==> src/rtl/ats_pkg.sv <==
package ats_pkg;

  typedef enum logic [1:0] {
    SHK_ARITH = 2'd0,
    SHK_LOGIC = 2'd1,
    SHK_CIRC  = 2'd2
  } shiftKind_e;

  typedef struct packed {
    logic       load;
    logic       toLeft;
    shiftKind_e kind;
  } atsStrobe_t;

endpackage

==> src/rtl/ats_ctrl.sv <==
module ats_ctrl
  import ats_pkg::*;
(
  input  logic       clk,
  input  logic       rstN,
  input  logic       enable,
  input  logic       dirCode,
  input  logic [1:0] irCtl,
  output atsStrobe_t strobe,
  output logic       validQ
);

  shiftKind_e kindSel;

  // Bit 7 of the instruction dominates; bit 8 only matters when bit 7 is clear.
  always_comb begin
    if (irCtl[1])      kindSel = SHK_CIRC;
    else if (irCtl[0]) kindSel = SHK_LOGIC;
    else               kindSel = SHK_ARITH;
  end

  always_comb begin
    strobe.load   = enable;
    strobe.toLeft = dirCode;
    strobe.kind   = kindSel;
  end

  always_ff @(posedge clk) begin
    if (!rstN) validQ <= 1'b0;
    else       validQ <= enable;
  end

endmodule

==> src/rtl/ats_datapath.sv <==
module ats_datapath
  import ats_pkg::*;
#(
  parameter int WIDTH = 16
) (
  input  logic             clk,
  input  logic             rstN,
  input  atsStrobe_t       strobe,
  input  logic [WIDTH-1:0] opR,
  input  logic [WIDTH-1:0] opS,
  output logic [WIDTH-1:0] resultQ
);

  localparam int MSB = WIDTH - 1;

  logic [MSB:0] sum;
  logic [MSB:0] leftVal;
  logic [MSB:0] rightVal;
  logic [MSB:0] shifted;
  logic         fillLsb;
  logic         fillMsb;
  logic         keepSign;

  // The sum has the operand width, so the carry out is discarded here.
  assign sum = opR + opS;

  always_comb begin
    keepSign = (strobe.kind == SHK_ARITH);
    fillLsb  = (strobe.kind == SHK_CIRC) ? sum[MSB] : 1'b0;
    case (strobe.kind)
      SHK_CIRC:  fillMsb = sum[0];
      SHK_ARITH: fillMsb = sum[MSB];
      default:   fillMsb = 1'b0;
    endcase
  end

  for (genvar i = 0; i <= MSB; i++) begin : g_bit
    if (i == 0) begin : g_lsb
      assign leftVal[i]  = fillLsb;
      assign rightVal[i] = sum[i+1];
    end else if (i == MSB) begin : g_msb
      assign leftVal[i]  = keepSign ? sum[MSB] : sum[MSB-1];
      assign rightVal[i] = fillMsb;
    end else begin : g_mid
      assign leftVal[i]  = sum[i-1];
      assign rightVal[i] = sum[i+1];
    end
  end

  assign shifted = strobe.toLeft ? leftVal : rightVal;

  always_ff @(posedge clk) begin
    if (!rstN)            resultQ <= '0;
    else if (strobe.load) resultQ <= shifted;
  end

endmodule

==> src/rtl/ats_shifter.sv <==
module ats_shifter
  import ats_pkg::*;
#(
  parameter int WIDTH = 16
) (
  input  logic             clk,
  input  logic             rstN,
  input  logic             enable,
  input  logic [WIDTH-1:0] opR,
  input  logic [WIDTH-1:0] opS,
  input  logic             dirCode,
  input  logic [1:0]       irCtl,
  output logic [WIDTH-1:0] result,
  output logic             resultValid
);

  atsStrobe_t strobe;

  ats_ctrl u_ctrl (
    .clk     (clk),
    .rstN    (rstN),
    .enable  (enable),
    .dirCode (dirCode),
    .irCtl   (irCtl),
    .strobe  (strobe),
    .validQ  (resultValid)
  );

  ats_datapath #(.WIDTH(WIDTH)) u_dp (
    .clk     (clk),
    .rstN    (rstN),
    .strobe  (strobe),
    .opR     (opR),
    .opS     (opS),
    .resultQ (result)
  );

endmodule

==> config.mk <==
export PLATFORM = sky130hd
export DESIGN_NAME = ats_shifter
export DESIGN_NICKNAME = d
export VERILOG_FILES = /design/src/rtl/ats_pkg.sv /design/src/rtl/ats_ctrl.sv /design/src/rtl/ats_datapath.sv /design/src/rtl/ats_shifter.sv
export SDC_FILE = /design/constraint.sdc
export NUM_CORES = 1
export LEC_CHECK = 0
export ABC_AREA = 1
export BUFFER_PORTS_ARGS = -buffer_cell sky130_fd_sc_hd__buf_4
export CAP_MARGIN = 20
export CORE_ASPECT_RATIO = 0.6
export CORE_UTILIZATION = 52
export CTS_CLUSTER_SIZE = 24
export DETAILED_ROUTE_END_ITERATION = 7
export HOLD_SLACK_MARGIN = 0.12
export PLACE_DENSITY = 0.78
export SLEW_MARGIN = 20
export SYNTH_ARGS = -nofsm -noshare
export SYNTH_HDL_FRONTEND = slang
export SYNTH_HIERARCHICAL = 1
export SYNTH_SLANG_ARGS = --single-unit
==> constraint.sdc <==
create_clock -name clk -period 2.2 [get_ports clk]
set_input_delay 0.22 -clock clk [delete_from_list [all_inputs] [get_ports clk]]
set_output_delay 0.22 -clock clk [all_outputs]
set_load 0.02 [all_outputs]
After elaboration in Yosys (flattened, before gate mapping)
Cells that the tools add are included.

Output and inout bits: 17. Input bits: 38. Bits in registers: 17.

Muxes and demuxes: 6. $add $sub $neg: 1. Reductions and logical operators: 1. Equality and inequality tests: 1.

Operators with widths (number): 16-bit adder (1); 16-bit 2-to-1 mux (1); 1-bit 2-to-1 mux (3); 2-bit equality test, second input constant (1); 2-bit logical NOT (1); 2-bit 2-to-1 mux (1); 1-bit one-hot mux with 2 select lines (1).

Logic depth before layout (Yosys ltp)
Gate-level depths: netlist (run 1).

Depth in word-level cells: 5. Gate-level depth with buffers: 14. Depth with buffers taken out: 14.

Modules after synthesis
The synthesis (run 1) kept the hierarchy.

Modules (own cells, without submodules): ats_datapath (seq. area each 320.3 µm², cells each 295, instances 1, area each 1677.9 µm²); ats_ctrl (seq. area each 20.0 µm², cells each 8, instances 1, area each 60.1 µm²).

Worst setup path before layout (run 1)
No wires, ideal clock.

Path kind: input to register. Start: in opR[0]. End: reg u_dp.resultQ[15]. Arrival time: 1.541 ns. Library setup time: 0.109 ns. Stages: 14. Path buffers: 0. Path slack: 0.550 ns. Required time: 2.091 ns. Path through: ha_1 -> fa_1 -> nand2_1 -> nand2_1 -> nand3b_1 -> nand2_1 -> nand2_1 -> nand2_1 -> nand2_1 -> nand2_1 -> nand2_1 -> nand3_1 -> nand2_1 -> inv_1.

Cells in the longest elaborated chain, start to end: 3.

RTL lines: start, declared (line ats_shifter.sv:9) `input logic [WIDTH-1:0] opR,`; 16-bit adder * (line ats_datapath.sv:25) `assign sum = opR + opS;`; 1-bit one-hot mux with 2 select lines or 1-bit 2-to-1 mux (tied branches) (line ats_datapath.sv:30, ats_datapath.sv:42); 16-bit 2-to-1 mux * (line ats_datapath.sv:50) `assign shifted = strobe.toLeft ? leftVal : rightVal;`; end signal, assigned (line ats_datapath.sv:54) `else if (strobe.load) resultQ <= shifted;`; end, declared (line ats_datapath.sv:11) `output logic [WIDTH-1:0] resultQ`.

Every way passes the cells marked *; elsewhere a longest branch is shown, timed or not. A chain may end at the register's enable or synchronous reset.

Worst setup path in the final report (run 1)
Start: in opR[0]. End: reg u_dp.resultQ[11].

Cells in the longest elaborated chain, start to end: 2.

RTL lines (line): 16-bit adder (ats_datapath.sv:25); 16-bit 2-to-1 mux (ats_datapath.sv:50).

Every way passes these cells.

==> out/metrics.yaml, run 1 <==
floorplanning:
  start_util: 0.575
  die_y_um: 46.8
  die_w_um: 76.6
  core_um2: 3020
  die_area_um2: 3580
  rows: 15
  io_pins: 55
cells_and_area:
  syn_to_final_growth_pct: 26.3
  fin_nets: 407
  multiInputGateArea_um2: 1150
  num_antenna_cells: 0
  fin_util: 0.726
  final_cell_mix: "nand2_1, buf_4, inv_1"
  layout-drive-gt1-share: 0.196
  nFillCells: 281
  regArea_um2: 340
  mostFrequentLayoutCell: "nand2_1"
timing:
  rsz0062_at_grt: "no"
  fin_skew_ns: 0
  worst_pin_slew_ns: 0.500
  period_share: 0.771
  max_freq_ghz: 0.590
  relSlewSlack: 0.665
  final.min_clock_period_ns: 1.70
  worst_slack_ns: 0.505
  setup-tns-final_ns: 0
  final_max_slew_viol_count: 0
  setup_viol: 0
  hold_viol: 0
global_route:
  grt_use_met3: 0.0505
  grt_pass1_wl_um: 6940
  use_met1: 0.354
  grt_remaining_overflow: 0
  grt-busiest-layer: "met2"
  grt_max_degree: 20
  grt_antenna_before_repair: 0
  grt.met2_usage: 0.420
  grt_util_all_layers: 0.251
  first_global_vias: 1576
logic_synthesis:
  synth-seq-cells: 17
  syn_area_per_cell_um2: 5.74
  synthArstFlopShare: 0
  synth_warnings: 6
  ys_seq_area_frac: 0.196
  synth_edf_count: 0
  synth_cell_types: 25
  ys.flop_type: "dfxtp_1"
  synthesis.area_um2: 1740
  synth_cells: 303
  synth.net_count: 357
min_path:
  hold_path_class: "input port to flip-flop"
  hp-start: "rstN"
  min_to: "u_ctrl/validQ"
  whs_path_depth: 3
drt:
  wl_um: 4460
  num_vias: 1991
  firstDrtPassIters: 4
  viasPerCell: 5.05
  drc: 0
  wl_per_cell_um: 11.3
  drt_iter0_drc: 132
  final_antenna_net_count: 0
clocking:
  clkLatencyLatePin_ns: 0.25
  cts_setup_buffers: 0
  htree_levels: 1
  cts_root_buf: "clkbuf_8"
  clockBufferDepth: 2
  cts_tree: "done"
  cts_resized: 0
  cts_buffers: 3
  cts.sinks: 17
  clkTransAtPathRegs_ns: 0.06
  postCtsHoldBufs: 0
power:
  seqPwrFrac: 0.325
  p_clk_frac: 0.211
  p_leak_nw: 1.27
  power_switching_share: 0.379
  p_int_mw: 0.667
  power_density_nw_per_um2: 489
  comb_power_share: 0.464
  vdd_drop_max_uv: 466
  switchingPower_mw: 0.407
setup_path:
  endpoint_kind: "flip-flop"
  cp.arrival_ns: 1.82
  worstSetupStartpointType: "input port"
  r2r_end: "u_dp/resultQ[15]"
  critPathMaxFanout: 3
  ff2ff_setup_slack_ns: 1.55
  r2r-start: "u_dp/resultQ[15]"
  critical_path_class: "input port to flip-flop"
  reg2reg_depth: 4
  crit_required_ns: 2.32
outcome:
  run_status: "complete, no violations"
placed_design:
  numPortBuffers: 54
  hpwl_um: 3710
  dp_slack_ns: 0.291
  gp_congestion: 0.851
job:
  maxCapViolCount: 0
[how the worst max path moves through the flow]
stage	start	endpoint	slack, ns	cells after the start
final	opR[0]	u_dp/resultQ[11]	0.50	13
after CTS	opR[0]	u_dp/resultQ[11]	0.56	13
after global routing	opR[0]	u_dp/resultQ[9]	0.43	12
after global placement	opR[0]	u_dp/resultQ[15]	0.32	15
after floorplan	opR[0]	u_dp/resultQ[15]	0.55	14
after detailed placement	opR[0]	u_dp/resultQ[11]	0.29	13
[area by class of cell]
class,count,area share
Timing Repair Buffer,54,0.185
Tap cell,42,0.0239
Inverter,54,0.0924
Multi-Input combinational cell,223,0.523
Sequential cell,17,0.155
Clock buffer,4,0.0205
[flip-flops by register name, summed over array words and instances (netlist names)]
register	cells
u_ctrl/validQ	1
u_dp/resultQ	16
[per-layer routing]
layer  part of all wire  up-vias
met5                  0        -
met4             0.0018        0
met3              0.082        2
met2               0.43       70
met1               0.48      864
li1                   -     1055
[cells in the mapped netlist (3+ instances only)]
library cell	count	share of area
a21oi_1	24	0.069
nand3_1	42	0.12
nand2_1	101	0.22
o21ai_0	4	0.012
nor2_2	3	0.011
dfxtp_1	17	0.20
xor2_1	3	0.015
nand2_2	4	0.014
nor2_1	15	0.032
clkbuf_1	5	0.011
ha_1	15	0.11
inv_1	50	0.11
buf_4	3	0.013
[power groups by stage]
stage	logic [mW]	clock network, mW	registers (mW)
global route	0.561	0.250	0.352
finish	0.498	0.226	0.349
detailed placement	0.493	0	0.356
CTS	0.495	0.235	0.349
global placement	0.484	0	0.355
floorplan	0.299	0	0.389
[cells by family after synthesis]
group,count (synthesis),synth area share
compound gates,33,0.103
xor+xnor,5,0.0252
fa+ha+maj,16,0.120
buf+inv,63,0.143
flops,17,0.196
simple gates,169,0.413
[stage by stage]
stage	cells	total power, mW	cell area [um2]	hold slack (ns)
2_1_floorplan	303	0.688	1740	0.313
3_3_place_gp	390	0.839	2150	0.446
3_5_place_dp	390	0.849	2150	0.447
4_1_cts	394	1.08	2190	0.188
5_1_grt	394	1.16	2190	0.202
6_report	394	1.07	2190	0.197
[critical path, stage by stage]
cell	delay, ns
buf_4	0.11
ha_1	0.22
fa_1	0.41
nand2_1	0.11
nand2_1	0.06
nand3b_1	0.10
nand2_1	0.10
nand2_1	0.10
nand2_1	0.06
nand2_1	0.10
nand3_1	0.09
nand3_1	0.08
a21oi_1	0.06
No activity file was read; power rests on OpenSTA's default activity.
==> run 2: changes to the inputs <==
Clock period 2.2 ns to 1.65 ns, I/O delays scaled along.
==> out/metrics.yaml, run 2 (same netlist as run 1, synthesis figures left out) <==
outcome:
  run_status: "complete, no violations"
setup_path:
  critPathMaxFanout: 3
  critical_path_class: "input port to flip-flop"
  crit_required_ns: 1.80
  cp.arrival_ns: 1.69
  ff2ff_setup_slack_ns: 0.99
  worst-path-buf-inv: 2
  cp_slowest_cell: "fa_2"
  crit_family: "simple AND/OR/NAND/NOR gates"
  cpMostUsedCell: "nand2_1"
  critical-path-max-stage-delay_ns: 0.36
  crit_chain: "buf_4 -> ha_1 -> fa_2 -> nand2_1 -> nand2_1 -> nand3b_1 -> nand2_1 -> nand2_1 -> nand2_1 -> nand2_1 -> nand2_1 -> nand2_1 -> nand3_1 -> nand2_1 -> inv_1"
  reg2reg_depth: 4
  endpoint_kind: "flip-flop"
  r2r-start: "u_dp/resultQ[15]"
  r2r_end: "u_dp/resultQ[15]"
  worstSetupStartpointType: "input port"
drt:
  final_antenna_net_count: 0
  drt_iter0_drc: 101
  viasPerCell: 5.01
  num_vias: 1993
  drc: 0
  firstDrtPassIters: 4
  wl_per_cell_um: 10.9
  wl_um: 4330
placed_design:
  numPortBuffers: 54
  placed_cell_area_um2: 2180
  hpwl_um: 3630
  dp_slack_ns: -0.213
  gp_congestion: 0.833
clocking:
  cts_root_buf: "clkbuf_8"
  htree_levels: 1
  cts.sinks: 17
  clkLatencyLatePin_ns: 0.25
  cts_buffers: 3
  postCtsHoldBufs: 0
  cts_tree: "done"
  clkTransAtPathRegs_ns: 0.06
  clockBufferDepth: 2
global_route:
  grt_max_degree: 20
  first_global_vias: 1707
  grt_util_all_layers: 0.251
  grt_antenna_before_repair: 0
  grt_remaining_overflow: 0
  grt_pass1_wl_um: 6960
power:
  vdd_drop_max_uv: 576
  p_int_mw: 0.900
  power_switching_share: 0.377
  comb_power_share: 0.466
  power_density_nw_per_um2: 649
  p_leak_nw: 1.28
  p_clk_frac: 0.212
  switchingPower_mw: 0.545
  seqPwrFrac: 0.322
cells_and_area:
  largest_register: "u_dp/resultQ"
  reg_top3: "u_dp/resultQ (16), u_ctrl/validQ (1)"
  num_antenna_cells: 0
  fin_nets: 411
  design_area_um2: 2230
  final_cell_mix: "nand2_1, buf_4, inv_1"
  largest_reg_flops: 16
  mostFrequentLayoutCell: "nand2_1"
  layout-drive-gt1-share: 0.208
  syn_to_final_growth_pct: 28.1
floorplanning:
  die_area_um2: 3580
  die_w_um: 76.6
  io_pins: 55
  start_util: 0.575
  core_um2: 3020
  rows: 15
  die_y_um: 46.8
timing:
  final_max_slew_viol_count: 0
  setup_viol: 0
  fin_skew_ns: 0
  final.min_clock_period_ns: 1.53
  worst_pin_slew_ns: 0.449
  hold_viol: 0
  relSlewSlack: 0.700
  worst_slack_ns: 0.118
  max_freq_ghz: 0.653
  period_share: 0.928
min_path:
  min_to: "u_ctrl/validQ"
  whs_path_depth: 3
  hp-start: "rstN"
  hold_path_class: "input port to flip-flop"
job:
  maxCapViolCount: 0
-- run 2: cell type report --
type / count / area [um2]
clock buffers: 4 / 45.0
inverters: 54 / 203
repair buffers: 58 / 435
fillers: 282 / 795
multi-input cells: 223 / 1150
well taps: 42 / 52.6
flip-flops and latches: 17 / 340
-- run 2: power by group through the flow --
stage / clock network (mW) / logic, mW / registers (mW)
final: 0.307 / 0.673 / 0.465
after floorplan: 0 / 0.399 / 0.518
after detailed placement: 0 / 0.667 / 0.474
after CTS: 0.312 / 0.670 / 0.465
after global routing: 0.335 / 0.753 / 0.470
after global placement: 0 / 0.654 / 0.473
-- run 2: stage by stage --
stage               utilization  setup TNS (ns)  hold slack, ns  power (mW)  std cells
global placement          0.721          -0.566           0.393        1.13        394
floorplan                     -               0           0.258       0.918        303
detailed placement        0.721           -1.02           0.397        1.14        394
finish                    0.737               0           0.144        1.44        398
global route              0.737        -0.00617           0.143        1.56        398
CTS                       0.736               0           0.137        1.45        398
-- run 2: worst min-delay path: stages --
cell and delay [ns]:
buf_4 0.11, nand2_1 0.05, inv_1 0.04
-- run 2: layer usage --
layer | vias up | wire length [um] | global-route usage
li1 | 1057 | - | -
met3 | 0 | 315 | 0.0563
met5 | - | 0 | 0
met4 | 0 | 0 | 0.0500
met2 | 70 | 1870 | 0.438
met1 | 866 | 2150 | 0.331
-- run 2: worst max path at each step --
stage / from / cells past startpoint / slack (ns) / endpoint
after CTS: opR[0] / 15 / 0.06 / u_dp/resultQ[15]
after detailed placement: opR[0] / 15 / -0.21 / u_dp/resultQ[15]
after global routing: opR[0] / 13 / -0.006 / u_dp/resultQ[9]
after global placement: opR[0] / 15 / -0.14 / u_dp/resultQ[15]
after floorplan: opR[0] / 14 / 0.06 / u_dp/resultQ[15]
final: opR[0] / 15 / 0.12 / u_dp/resultQ[15]
-- run 2: repair_timing --
action                     4_1_cts  5_1_grt
setup endpoints to repair        0        4
resized for setup                0        1
buffers inserted                 0        0
==> run 3: changes to the inputs <==
Clock period 1.65 ns to 1.7 ns, I/O delays scaled along.
==> out/metrics.yaml, run 3 (same netlist as run 1, synthesis figures left out) <==
setup_path:
  cpMostUsedCell: "nand2_1"
  cp_slowest_cell: "fa_2"
  critPathMaxFanout: 3
  crit_chain: "buf_4 -> ha_1 -> fa_2 -> nand2_1 -> nand2_1 -> nand3b_1 -> nand2_1 -> nand2_1 -> nand3_1 -> nand3_1 -> nand3_1 -> a21oi_1"
  cp.arrival_ns: 1.76
  critical-path-max-stage-delay_ns: 0.36
  critical_path_class: "input port to flip-flop"
  ff2ff_setup_slack_ns: 1.02
  worstSetupStartpointType: "input port"
  crit_required_ns: 1.88
  endpoint_kind: "flip-flop"
global_route:
  grt_antenna_before_repair: 0
  grt_use_met3: 0.0583
  grt_remaining_overflow: 0
  grt_pass1_wl_um: 7530
  grt-busiest-layer: "met2"
  grt_max_degree: 20
  use_met1: 0.337
  first_global_vias: 1836
  grt_util_all_layers: 0.269
  grt.met2_usage: 0.486
clocking:
  clockBufferDepth: 2
  cts_setup_buffers: 0
  cts_tree: "done"
  cts.sinks: 17
  clkLatencyLatePin_ns: 0.25
  htree_levels: 1
  cts_buffers: 3
  cts_root_buf: "clkbuf_8"
  clkTransAtPathRegs_ns: 0.06
floorplanning:
  io_pins: 55
  core_um2: 3020
  start_util: 0.575
  die_y_um: 46.8
  rows: 15
  die_area_um2: 3580
  die_w_um: 76.6
timing:
  setup_viol: 0
  period_share: 0.933
  final_max_slew_viol_count: 0
  max_freq_ghz: 0.631
  worst_pin_slew_ns: 0.463
  relSlewSlack: 0.691
  fin_skew_ns: 0
  rsz0062_at_grt: "no"
  final.min_clock_period_ns: 1.59
  hold_viol: 0
placed_design:
  hpwl_um: 3790
  numPortBuffers: 54
  gp_congestion: 0.815
  placed_cell_area_um2: 2160
cells_and_area:
  mostFrequentLayoutCell: "nand2_1"
  layout-drive-gt1-share: 0.206
  reg_top3: "u_dp/resultQ (16), u_ctrl/validQ (1)"
  design_area_um2: 2210
  num_antenna_cells: 0
  fin_util: 0.733
  largest_reg_flops: 16
  final_cell_mix: "nand2_1, buf_4, inv_1"
  fin_nets: 409
  syn_to_final_growth_pct: 27.4
  largest_register: "u_dp/resultQ"
drt:
  wl_per_cell_um: 11.5
  viasPerCell: 5.13
  drt_iter0_drc: 90
  drc: 0
  num_vias: 2031
  firstDrtPassIters: 4
  wl_um: 4540
  final_antenna_net_count: 0
min_path:
  hold_path_class: "input port to flip-flop"
power:
  p_leak_nw: 1.28
  power_density_nw_per_um2: 634
  vdd_drop_max_uv: 473
job:
  maxCapViolCount: 0
outcome:
  run_status: "complete, no violations"
==> run 3: changes by cell type in the layout (fill, tap and decap cells not counted) <==
cell     change
buf_4        -2
nand2_1      -1
nand2_2      +1
==> run 3: what timing repair did <==
action	in CTS	in global routing
setup endpoints to repair	0	3
gates resized for setup	0	2
hold buffers	0	0
==> run 3: critical path, delay by kind of cell <==
family,cells,cell delay [ns]
and+or+nand+nor,8,0.75
adders and majority gates,2,0.57
AOI/OAI and AO/OA,1,0.16
buffers and inverters,1,0.11
==> run 3: metal layers <==
metal	routed length [um]	vias to the layer above
met3	364	6
li1	-	1049
met2	1970	83
met4	44	0
met5	0	-
met1	2160	893
==> run 3: per-stage QoR <==
| stage | setup slack, ns | TNS (ns) | power, mW | hold slack [ns] | instances |
|---|---|---|---|---|---|
| finish | 0.114 | 0 | 1.40 | 0.160 | 396 |
| global route | 0.0125 | 0 | 1.52 | 0.168 | 396 |
| CTS | 0.0988 | 0 | 1.40 | 0.158 | 396 |
| detailed placement | -0.165 | -0.638 | 1.10 | 0.418 | 392 |
| global placement | -0.0996 | -0.309 | 1.09 | 0.398 | 392 |
| floorplan | 0.100 | 0 | 0.891 | 0.263 | 303 |
==> run 3: final cells by class <==
class,instances,area (um2)
repair buffers,56,420
clock buffers,4,45.0
well taps,42,52.6
multi-input cells,223,1150
inverters,54,203
flip-flops and latches,17,340
fillers,266,807
==> run 3: report_power, final <==
group / leakage (nW) / switching (mW) / internal, mW / total [mW]
registers: 0.141 / 0.0188 / 0.434 / 0.453
clock network: 0.0228 / 0.134 / 0.166 / 0.300
logic: 1.11 / 0.384 / 0.268 / 0.652
total: 1.28 / 0.536 / 0.868 / 1.40
==> run 3: path summary, 6_finish.rpt <==
| check | from | end | cells after the start |
|---|---|---|---|
| max | opR[0] | u_dp/resultQ[9] | 12 |
| min | rstN | u_ctrl/validQ | 3 |
| max reg2reg | u_dp/resultQ[15] | u_dp/resultQ[15] | 4 |
| min reg2reg | u_dp/resultQ[12] | u_dp/resultQ[12] | 2 |
